## src/rtl/acc_alu_pkg.sv

```systemverilog
package acc_alu_pkg;

    localparam int DW = 8;

    typedef enum logic [3:0] {
        OP_ADD  = 4'd0,
        OP_ADDC = 4'd1,
        OP_INC  = 4'd2,
        OP_DEC  = 4'd3,
        OP_CMP  = 4'd4,
        OP_DADD = 4'd5,
        OP_AND  = 4'd6,
        OP_OR   = 4'd7,
        OP_XOR  = 4'd8,
        OP_COM  = 4'd9,
        OP_PASS = 4'd10,
        OP_SHR1 = 4'd11,
        OP_SHL1 = 4'd12,
        OP_SHR4 = 4'd13,
        OP_SHL4 = 4'd14,
        OP_HOLD = 4'd15
    } alu_op_e;

    // bit 3 overflow, bit 2 zero, bit 1 carry, bit 0 sign
    typedef struct packed {
        logic ovf;
        logic zero;
        logic carry;
        logic sign;
    } alu_flags_t;

    typedef struct packed {
        logic [DW-1:0] res;
        alu_flags_t    flags;
        alu_flags_t    we;
    } alu_out_t;

endpackage

```

## src/rtl/acc_alu_add.sv

```systemverilog
module acc_alu_add #(
    parameter int W = 8
) (
    input  logic [W-1:0] x_i,
    input  logic [W-1:0] y_i,
    input  logic         cin_i,
    output logic [W-1:0] sum_o,
    output logic         cout_o,
    output logic         ovf_o
);
    logic [W:0]   full_sum;
    logic [W-1:0] low_sum;

    always_comb begin
        full_sum = {1'b0, x_i} + {1'b0, y_i} + {{W{1'b0}}, cin_i};
        low_sum  = {1'b0, x_i[W-2:0]} + {1'b0, y_i[W-2:0]} + {{(W-1){1'b0}}, cin_i};
        sum_o    = full_sum[W-1:0];
        cout_o   = full_sum[W];
        ovf_o    = full_sum[W] ^ low_sum[W-1];
    end
endmodule

```

## src/rtl/acc_alu_bcd.sv

```systemverilog
module acc_alu_bcd #(
    parameter int W = 8
) (
    input  logic [W-1:0] x_i,
    input  logic [W-1:0] y_i,
    output logic [W-1:0] sum_o,
    output logic         dcarry_o,
    output logic         bin_ovf_o
);
    localparam int ND = W / 4;

    logic [ND:0]  dc;
    logic [W-1:0] bin_sum;
    logic         bin_cout;

    assign dc[0] = 1'b0;

    for (genvar g = 0; g < ND; g++) begin : g_digit
        logic [4:0] raw;
        logic       adj;
        always_comb begin
            raw = {1'b0, x_i[4*g +: 4]} + {1'b0, y_i[4*g +: 4]} + {4'b0, dc[g]};
            adj = (raw > 5'd9);
            sum_o[4*g +: 4] = adj ? (raw[3:0] + 4'd6) : raw[3:0];
        end
        assign dc[g+1] = adj;
    end

    assign dcarry_o = dc[ND];

    // overflow of the plain binary sum
    acc_alu_add #(.W(W)) u_bin (
        .x_i    (x_i),
        .y_i    (y_i),
        .cin_i  (1'b0),
        .sum_o  (bin_sum),
        .cout_o (bin_cout),
        .ovf_o  (bin_ovf_o)
    );
endmodule

```

## src/rtl/acc_alu_logic.sv

```systemverilog
module acc_alu_logic
    import acc_alu_pkg::*;
#(
    parameter int W = 8
) (
    input  alu_op_e      op_i,
    input  logic [W-1:0] x_i,
    input  logic [W-1:0] y_i,
    output logic [W-1:0] res_o
);
    always_comb begin
        unique case (op_i)
            OP_AND:  res_o = x_i & y_i;
            OP_OR:   res_o = x_i | y_i;
            OP_XOR:  res_o = x_i ^ y_i;
            OP_COM:  res_o = ~x_i;
            OP_PASS: res_o = y_i;
            OP_SHR1: res_o = x_i >> 1;
            OP_SHL1: res_o = x_i << 1;
            OP_SHR4: res_o = x_i >> 4;
            OP_SHL4: res_o = x_i << 4;
            default: res_o = x_i;
        endcase
    end
endmodule

```

## src/rtl/acc_alu.sv

```systemverilog
module acc_alu
    import acc_alu_pkg::*;
(
    input  logic          clk,
    input  logic          rst_n,
    input  logic [DW-1:0] acc_i,
    input  logic [DW-1:0] opnd_i,
    input  logic          carry_i,
    input  logic [3:0]    op_i,
    output logic [DW-1:0] result_o,
    output logic [3:0]    flags_o,
    output logic [3:0]    flag_we_o
);
    localparam int MSB = DW - 1;

    alu_op_e       op;
    logic [DW-1:0] add_x, add_y, add_sum;
    logic          add_cin, add_cout, add_ovf;
    logic [DW-1:0] bcd_sum, lg_res;
    logic          bcd_c, bcd_ovf;
    alu_out_t      nxt_d, out_q;

    assign op = alu_op_e'(op_i);

    // adder operand selection
    always_comb begin
        add_x   = acc_i;
        add_y   = opnd_i;
        add_cin = 1'b0;
        unique case (op)
            OP_ADDC: begin add_y = '0; add_cin = carry_i; end
            OP_INC:  begin add_y = '0; add_cin = 1'b1;    end
            OP_DEC:  begin add_x = opnd_i; add_y = '1;    end
            OP_CMP:  begin add_x = opnd_i; add_y = ~acc_i; add_cin = 1'b1; end
            default: ;
        endcase
    end

    acc_alu_add #(.W(DW)) u_add (
        .x_i    (add_x),
        .y_i    (add_y),
        .cin_i  (add_cin),
        .sum_o  (add_sum),
        .cout_o (add_cout),
        .ovf_o  (add_ovf)
    );

    acc_alu_bcd #(.W(DW)) u_bcd (
        .x_i       (acc_i),
        .y_i       (opnd_i),
        .sum_o     (bcd_sum),
        .dcarry_o  (bcd_c),
        .bin_ovf_o (bcd_ovf)
    );

    acc_alu_logic #(.W(DW)) u_logic (
        .op_i  (op),
        .x_i   (acc_i),
        .y_i   (opnd_i),
        .res_o (lg_res)
    );

    always_comb begin
        nxt_d    = '0;
        nxt_d.we = '{ovf: 1'b1, zero: 1'b1, carry: 1'b1, sign: 1'b1};
        unique case (op)
            OP_ADD, OP_ADDC, OP_INC, OP_DEC, OP_CMP: begin
                nxt_d.res         = (op == OP_CMP) ? acc_i : add_sum;
                nxt_d.flags.ovf   = add_ovf;
                nxt_d.flags.carry = add_cout;
                nxt_d.flags.zero  = (add_sum == '0);
                nxt_d.flags.sign  = ~add_sum[MSB];
            end
            OP_DADD: begin
                nxt_d.res         = bcd_sum;
                nxt_d.flags.ovf   = bcd_ovf;
                nxt_d.flags.carry = bcd_c;
                nxt_d.flags.zero  = (bcd_sum == '0);
                nxt_d.flags.sign  = ~bcd_sum[MSB];
            end
            OP_HOLD: begin
                nxt_d.res = acc_i;
                nxt_d.we  = '0;
            end
            default: begin
                nxt_d.res        = lg_res;
                nxt_d.flags.zero = (lg_res == '0);
                nxt_d.flags.sign = (op == OP_SHR1 || op == OP_SHR4) ? 1'b1 : ~lg_res[MSB];
            end
        endcase
    end

    always_ff @(posedge clk or negedge rst_n) begin
        if (!rst_n) out_q <= '0;
        else        out_q <= nxt_d;
    end

    assign result_o  = out_q.res;
    assign flags_o   = out_q.flags;
    assign flag_we_o = out_q.we;

    p_shr_sign_r9: assert property (@(posedge clk) disable iff (!rst_n)
        (op_i == OP_SHR1 || op_i == OP_SHR4) |=> (flags_o[0] && !flags_o[1] && !flags_o[3]))
        else $error("right shift flag rule broken");

    p_logic_clear_r7: assert property (@(posedge clk) disable iff (!rst_n)
        (op_i inside {OP_AND, OP_OR, OP_XOR, OP_COM, OP_PASS}) |=> (!flags_o[3] && !flags_o[1]))
        else $error("logic op left overflow or carry set");

    p_hold_r11: assert property (@(posedge clk) disable iff (!rst_n)
        (op_i == OP_HOLD) |=> (flag_we_o == 4'h0 && result_o == $past(acc_i)))
        else $error("hold changed flags or result");

    p_we_all_r11: assert property (@(posedge clk) disable iff (!rst_n)
        (op_i != OP_HOLD) |=> (flag_we_o == 4'hF))
        else $error("flag enables incomplete");

    p_cmp_keep_r5: assert property (@(posedge clk) disable iff (!rst_n)
        (op_i == OP_CMP) |=> (result_o == $past(acc_i)))
        else $error("compare altered accumulator value");

    p_inc_carry_r3: assert property (@(posedge clk) disable iff (!rst_n)
        (op_i == OP_INC && acc_i == 8'hFF) |=> (flags_o[1] && flags_o[2] && result_o == 8'h00))
        else $error("increment wrap wrong");
endmodule

```

## config.mk

```make
export PLATFORM = sky130hd
export DESIGN_NAME = acc_alu
export DESIGN_NICKNAME = d
export VERILOG_FILES = /design/src/rtl/acc_alu_pkg.sv /design/src/rtl/acc_alu_add.sv /design/src/rtl/acc_alu_bcd.sv /design/src/rtl/acc_alu_logic.sv /design/src/rtl/acc_alu.sv
export SDC_FILE = /design/constraint.sdc
export NUM_CORES = 1
export LEC_CHECK = 0
export BUFFER_PORTS_ARGS = -buffer_cell sky130_fd_sc_hd__buf_2
export CAP_MARGIN = 20
export CORE_MARGIN = 3
export CORE_UTILIZATION = 30
export CTS_CLUSTER_DIAMETER = 60
export DETAILED_ROUTE_END_ITERATION = 7
export SYNTH_ARGS = -nofsm -noshare
export SYNTH_HDL_FRONTEND = slang
export SYNTH_SLANG_ARGS = --single-unit
```

## constraint.sdc

```tcl
create_clock -name clk -period 0.8 [get_ports clk]
set_input_delay 0.12 -clock clk [delete_from_list [all_inputs] [get_ports clk]]
set_output_delay 0.12 -clock clk [all_outputs]
set_load 0.005 [all_outputs]
```

* Word-level counts from Yosys, hierarchy flattened *
Index checks and enable logic that the tools add are counted.

operators by class
  $add $sub $neg = 11
  magnitude comparators = 2
  equal/unequal tests = 15
  muxes and demuxes = 14
  bitwise gates (word level) = 9
  reduce and logical (&&, ||, !) cells = 9

operators with widths
  kind                   count
  $pmux W8 S9            1
  $pmux W8 S3            2
  $eq A4 B4 Y1 const B   8
  $logic_not A8 Y1       3
  $add A8 B8 Y9          2
  $add A7 B7 Y8          2
  $eq A4 B3 Y1 const B   4
  $mux W8                2
  $mux W4                3
  $add A4 B4 Y5          2
  $gt A5 B4 Y1 const B   2
  $add A9 B1 Y9          1
  $add A4 B3 Y4 const B  2
  $add A8 B1 Y8          1
  $and A8 B8 Y8          1
  $eq A4 B2 Y1 const B   2
  $not A8 Y8             1
  $or A8 B8 Y8           1
  $xor A8 B8 Y8          1
  $pmux W1 S2            3
  $pmux W1 S3            2
  $reduce_or A2 Y1       3
  $add A5 B1 Y5          1
  $reduce_or A5 Y1       1
  other kinds (6)        9

word-level totals
  flip-flop bits (word level) = 16
  input port bits = 23
  output and inout port bits = 16
  word-level logic and storage cells = 69

* Longest topological paths before layout *
  word-level depth = 7
  mapped depth = 20
  depth with buffers taken out = 18

* Cells and area by module *
Synthesis repeated with hierarchy kept, for this count alone.

second synthesis, totals
  cells, all modules = 431
  area, all modules = 3504.6 sq um

by module, submodules not included
  module                      instances  cells each  area each (sq um)  sequential area each (sq um)
  acc_alu                     1          172         1326.3             325.3
  acc_alu_logic               1          110         918.4              0.0
  acc_alu_bcd                 1          58          483.0              0.0
  acc_alu_add at u_add        1          48          430.4              0.0
  acc_alu_add at u_bcd.u_bin  1          43          346.6              0.0

* Worst setup path before layout *
Ideal clock, no wire load.

  path kind = input-to-reg
  start point = input acc_i[2]
  end point = register out_q (netlist bit result_o[6])
  setup time = 0.132 ns
  arrival time = 3.457 ns
  required time = 0.668 ns
  slack = -2.789 ns
  cell stages on the path = 19
  path buffers = 2
  path through = clkbuf_1 > inv_1 > ha_1 > buf_6 > xor2_1 > nor3_1 > a31o_1 > o21bai_1 > inv_1 > fa_1 > inv_1 > fa_1 > inv_1 > ha_1 > a22oi_1 > a21boi_2 > mux2i_1 > a221oi_1 > o21ai_1

RTL lines
  item                  line           text
  start, declared       acc_alu.sv:6   input logic [DW-1:0] acc_i,
  end signal, assigned  acc_alu.sv:95  else out_q <= nxt_d;
  end, declared         acc_alu.sv:21  alu_out_t nxt_d, out_q;

==> flow_summary.json <==
{
  "cts-root-buf": "clkbuf_8",
  "worst-setup-path-type": "primary input to register",
  "antenna_left": 0,
  "peakVddDrop_mv": 0.640,
  "nNetsFinal": 626,
  "finalSetupViolCount": 29,
  "grt_max_degree": 33,
  "synth_area_mm2": 0.00288,
  "grt_pass1_vias": 3676,
  "slowest_stage": "fa_2",
  "num_io_pins": 39,
  "cp_max_fo": 3,
  "crit_path_start_kind": "primary input",
  "numPortBuffers": 38,
  "synth_top_area_cell": "dfrtp_1",
  "crit_chain": "buf_8, inv_6, ha_4, a211o_4, o21ai_4, xor2_2, o21bai_1, inv_1, fa_2, inv_2, fa_2, inv_2, ha_4, and2_4, nor2_1, a32o_1, nand2_1, nand4_1, o311ai_1",
  "async_reset_ff_share_pct": 100,
  "synth_cells": 394,
  "clockPowerShare_pct": 9.4,
  "route.detailed.drc": 0,
  "p_per_area_mw_per_mm2": 1190,
  "firstDrtPassIters": 5,
  "p_seq_share_pct": 13.4,
  "rows": 35,
  "synth_edf_count": 0,
  "violations": "setup timing",
  "die_y_um": 104,
  "slew_headroom_pct": 61.0,
  "cp-end-kind": "register",
  "synth-seq-cells": 13,
  "die_w_um": 104,
  "rsz0062_at_grt": "true",
  "dpl.hpwl_mm": 9.40,
  "yosysTopAreaCellShare_pct": 11.3,
  "routed_via_density": 5.51,
  "cts_buffers": 3,
  "grt_pass1_wl_mm": 18.8,
  "synth_top_cells_by_count": "nor2_1, a21oi_1, nand2_1",
  "drive_gt1_share_pct": 48.6,
  "ys.flop_type": "dfrtp_1",
  "yosys_warnings": 0,
  "setup_tns_ns": -22.04,
  "ys_seq_area_share_pct": 11.3,
  "vias": 3862,
  "fin_crit_sh_pct": 383,
  "cap_violations": 0,
  "run_status": "finished, violations left",
  "synthesis.area_per_instance_um2": 7.32,
  "grt.total_usage_pct": 21.0,
  "place_congestion": 0.911,
  "yosys.cell_count.top_type": "nor2_1",
  "p_leak_nw": 2.24,
  "ys_types": 72,
  "swShare_pct": 41.0,
  "drt-total-wl_mm": 12.3,
  "antenna_found_initial": 0,
  "synth_area_leaders": "dfrtp_1, ha_1, a21oi_1, o21ai_0, nor2_1",
  "clock-sinks": 13,
  "antenna_cells": 0,
  "hp-class": "primary input to async pin",
  "combinationalPowerShare_pct": 77.2,
  "dieArea_mm2": 0.0108,
  "setup_ws_ns": -2.26,
  "worst_slew_pin_slew_ns": 0.581,
  "cp.arrival_ns": 3.20,
  "period_minus_slack_ns": 3.06,
  "drv_slew": 0,
  "cp_slowest_stage_delay_ns": 0.57,
  "initial_core_util_pct": 31.1,
  "coreArea_mm2": 0.00928,
  "dr.first_iter.drc_count": 384,
  "maxClockFrequency_ghz": 0.327,
  "wire_per_inst_um": 17.5,
  "grt_overflow": 0,
  "p_sw_w": 0.00238,
  "area_growth_pct": 68.9,
  "place_inst": 676,
  "finalHoldViolations": 0,
  "htree_levels": 1,
  "final_cells": 701,
  "cts_tree": "built",
  "cts.path.max_buffers": 2,
  "clk_pin_slew_ns": 0.05,
  "syn_nets": 447,
  "crit_required_ns": 0.93,
  "intPower_w": 0.00342
}
==> metal layers <==
metal	GRT usage (%)	vias to the layer above	wire length, um
li1	-	1821	-
met1	28.0	1825	5140
met2	36.7	188	6000
met3	1.74	28	918
met4	5.13	0	231
met5	0	-	0
==> sequential cells by signal (all words and copies together) (netlist names) <==
| register | flops |
|---|---|
| flags_o | 4 |
| result_o | 8 |
| flag_we_o | 1 |
==> layout make-up <==
| type | count | area (um2) |
|---|---|---|
| Clock buffer | 4 | 45.0 |
| Fill cell | 871 | 4410 |
| Inverter | 29 | 129 |
| Multi-Input combinational cell | 325 | 2600 |
| Sequential cell | 13 | 325 |
| Tap cell | 129 | 161 |
| Timing Repair Buffer | 201 | 1610 |
==> cells by family after synthesis <==
| logic type | after synthesis | synth area share, % |
|---|---|---|
| AOI/OAI and AO/OA | 154 | 36.6 |
| muxes | 11 | 3.90 |
| xor gates and xnor gates | 11 | 3.86 |
| DFF | 13 | 11.3 |
| adders and majority gates | 30 | 14.1 |
| and+or+nand+nor | 119 | 20.7 |
| buffers and inverters | 56 | 9.59 |
==> worst max-delay path, delay by kind of cell <==
| kind | cells | cell delay (ns) |
|---|---|---|
| XOR/XNOR | 1 | 0.18 |
| AO/OA/AOI/OAI | 5 | 0.97 |
| AND/OR/NAND/NOR | 4 | 0.32 |
| buffers and inverters | 5 | 0.31 |
| adder cells (fa/ha/maj) | 4 | 1.28 |
==> power by group through the flow <==
stage	logic, W	registers [W]	clock network (W)
6_report	0.00448	0.000778	0.000546
5_1_grt	0.00479	0.000789	0.000610
4_1_cts	0.00417	0.000780	0.000562
3_5_place_dp	0.00376	0.000791	0
3_3_place_gp	0.00370	0.000790	0
2_1_floorplan	0.00210	0.000810	0
==> path summary, 6_finish.rpt <==
kind / slack [ns] / start / endpoint
min: 0.29 / rst_n / flags_o[2]
min in group clk: 0.31 / acc_i[6] / result_o[6]
max: -2.26 / opnd_i[1] / flags_o[2]
max in group asynchronous: 0.30 / rst_n / flag_we_o[1]
==> per-stage QoR <==
step / area (um2) / setup slack, ns / total power, W / hold WS, ns / utilization (%)
2_1_floorplan: 3120 / -2.43 / 0.00291 / -0.176 / -
3_3_place_gp: 4260 / -2.52 / 0.00449 / 0.00372 / 45.9
3_5_place_dp: 4260 / -2.61 / 0.00455 / 0.00898 / 45.9
4_1_cts: 4640 / -2.27 / 0.00551 / 0.298 / 49.9
5_1_grt: 4870 / -2.39 / 0.00619 / 0.313 / 52.5
6_report: 4870 / -2.26 / 0.00580 / 0.292 / 52.5
==> layout by cell type, fill, tap and decap left out, drive strengths merged, types with 5 or more instances in the layout <==
| cell | count |
|---|---|
| or2 | 6 |
| nor2b | 10 |
| o21ai | 31 |
| a21oi | 33 |
| a22oi | 10 |
| nand3 | 11 |
| inv | 28 |
| clkbuf | 6 |
| mux2i | 9 |
| a221oi | 8 |
| a31oi | 5 |
| xnor2 | 5 |
| o211ai | 5 |
| nor2 | 36 |
| buf | 197 |
| o22ai | 14 |
| ha | 26 |
| dfrtp | 13 |
| xor2 | 6 |
| nand2 | 31 |
==> repair_timing <==
item,4_1_cts,5_1_grt
pin swaps,34,22
hold buffers,1,0
gates cloned,1,1
buffers inserted,12,9
hold endpoints to repair,13,0
resized for setup,54,38
endpoints found under the setup margin,29,29
No activity file was read; power rests on OpenSTA's default activity.
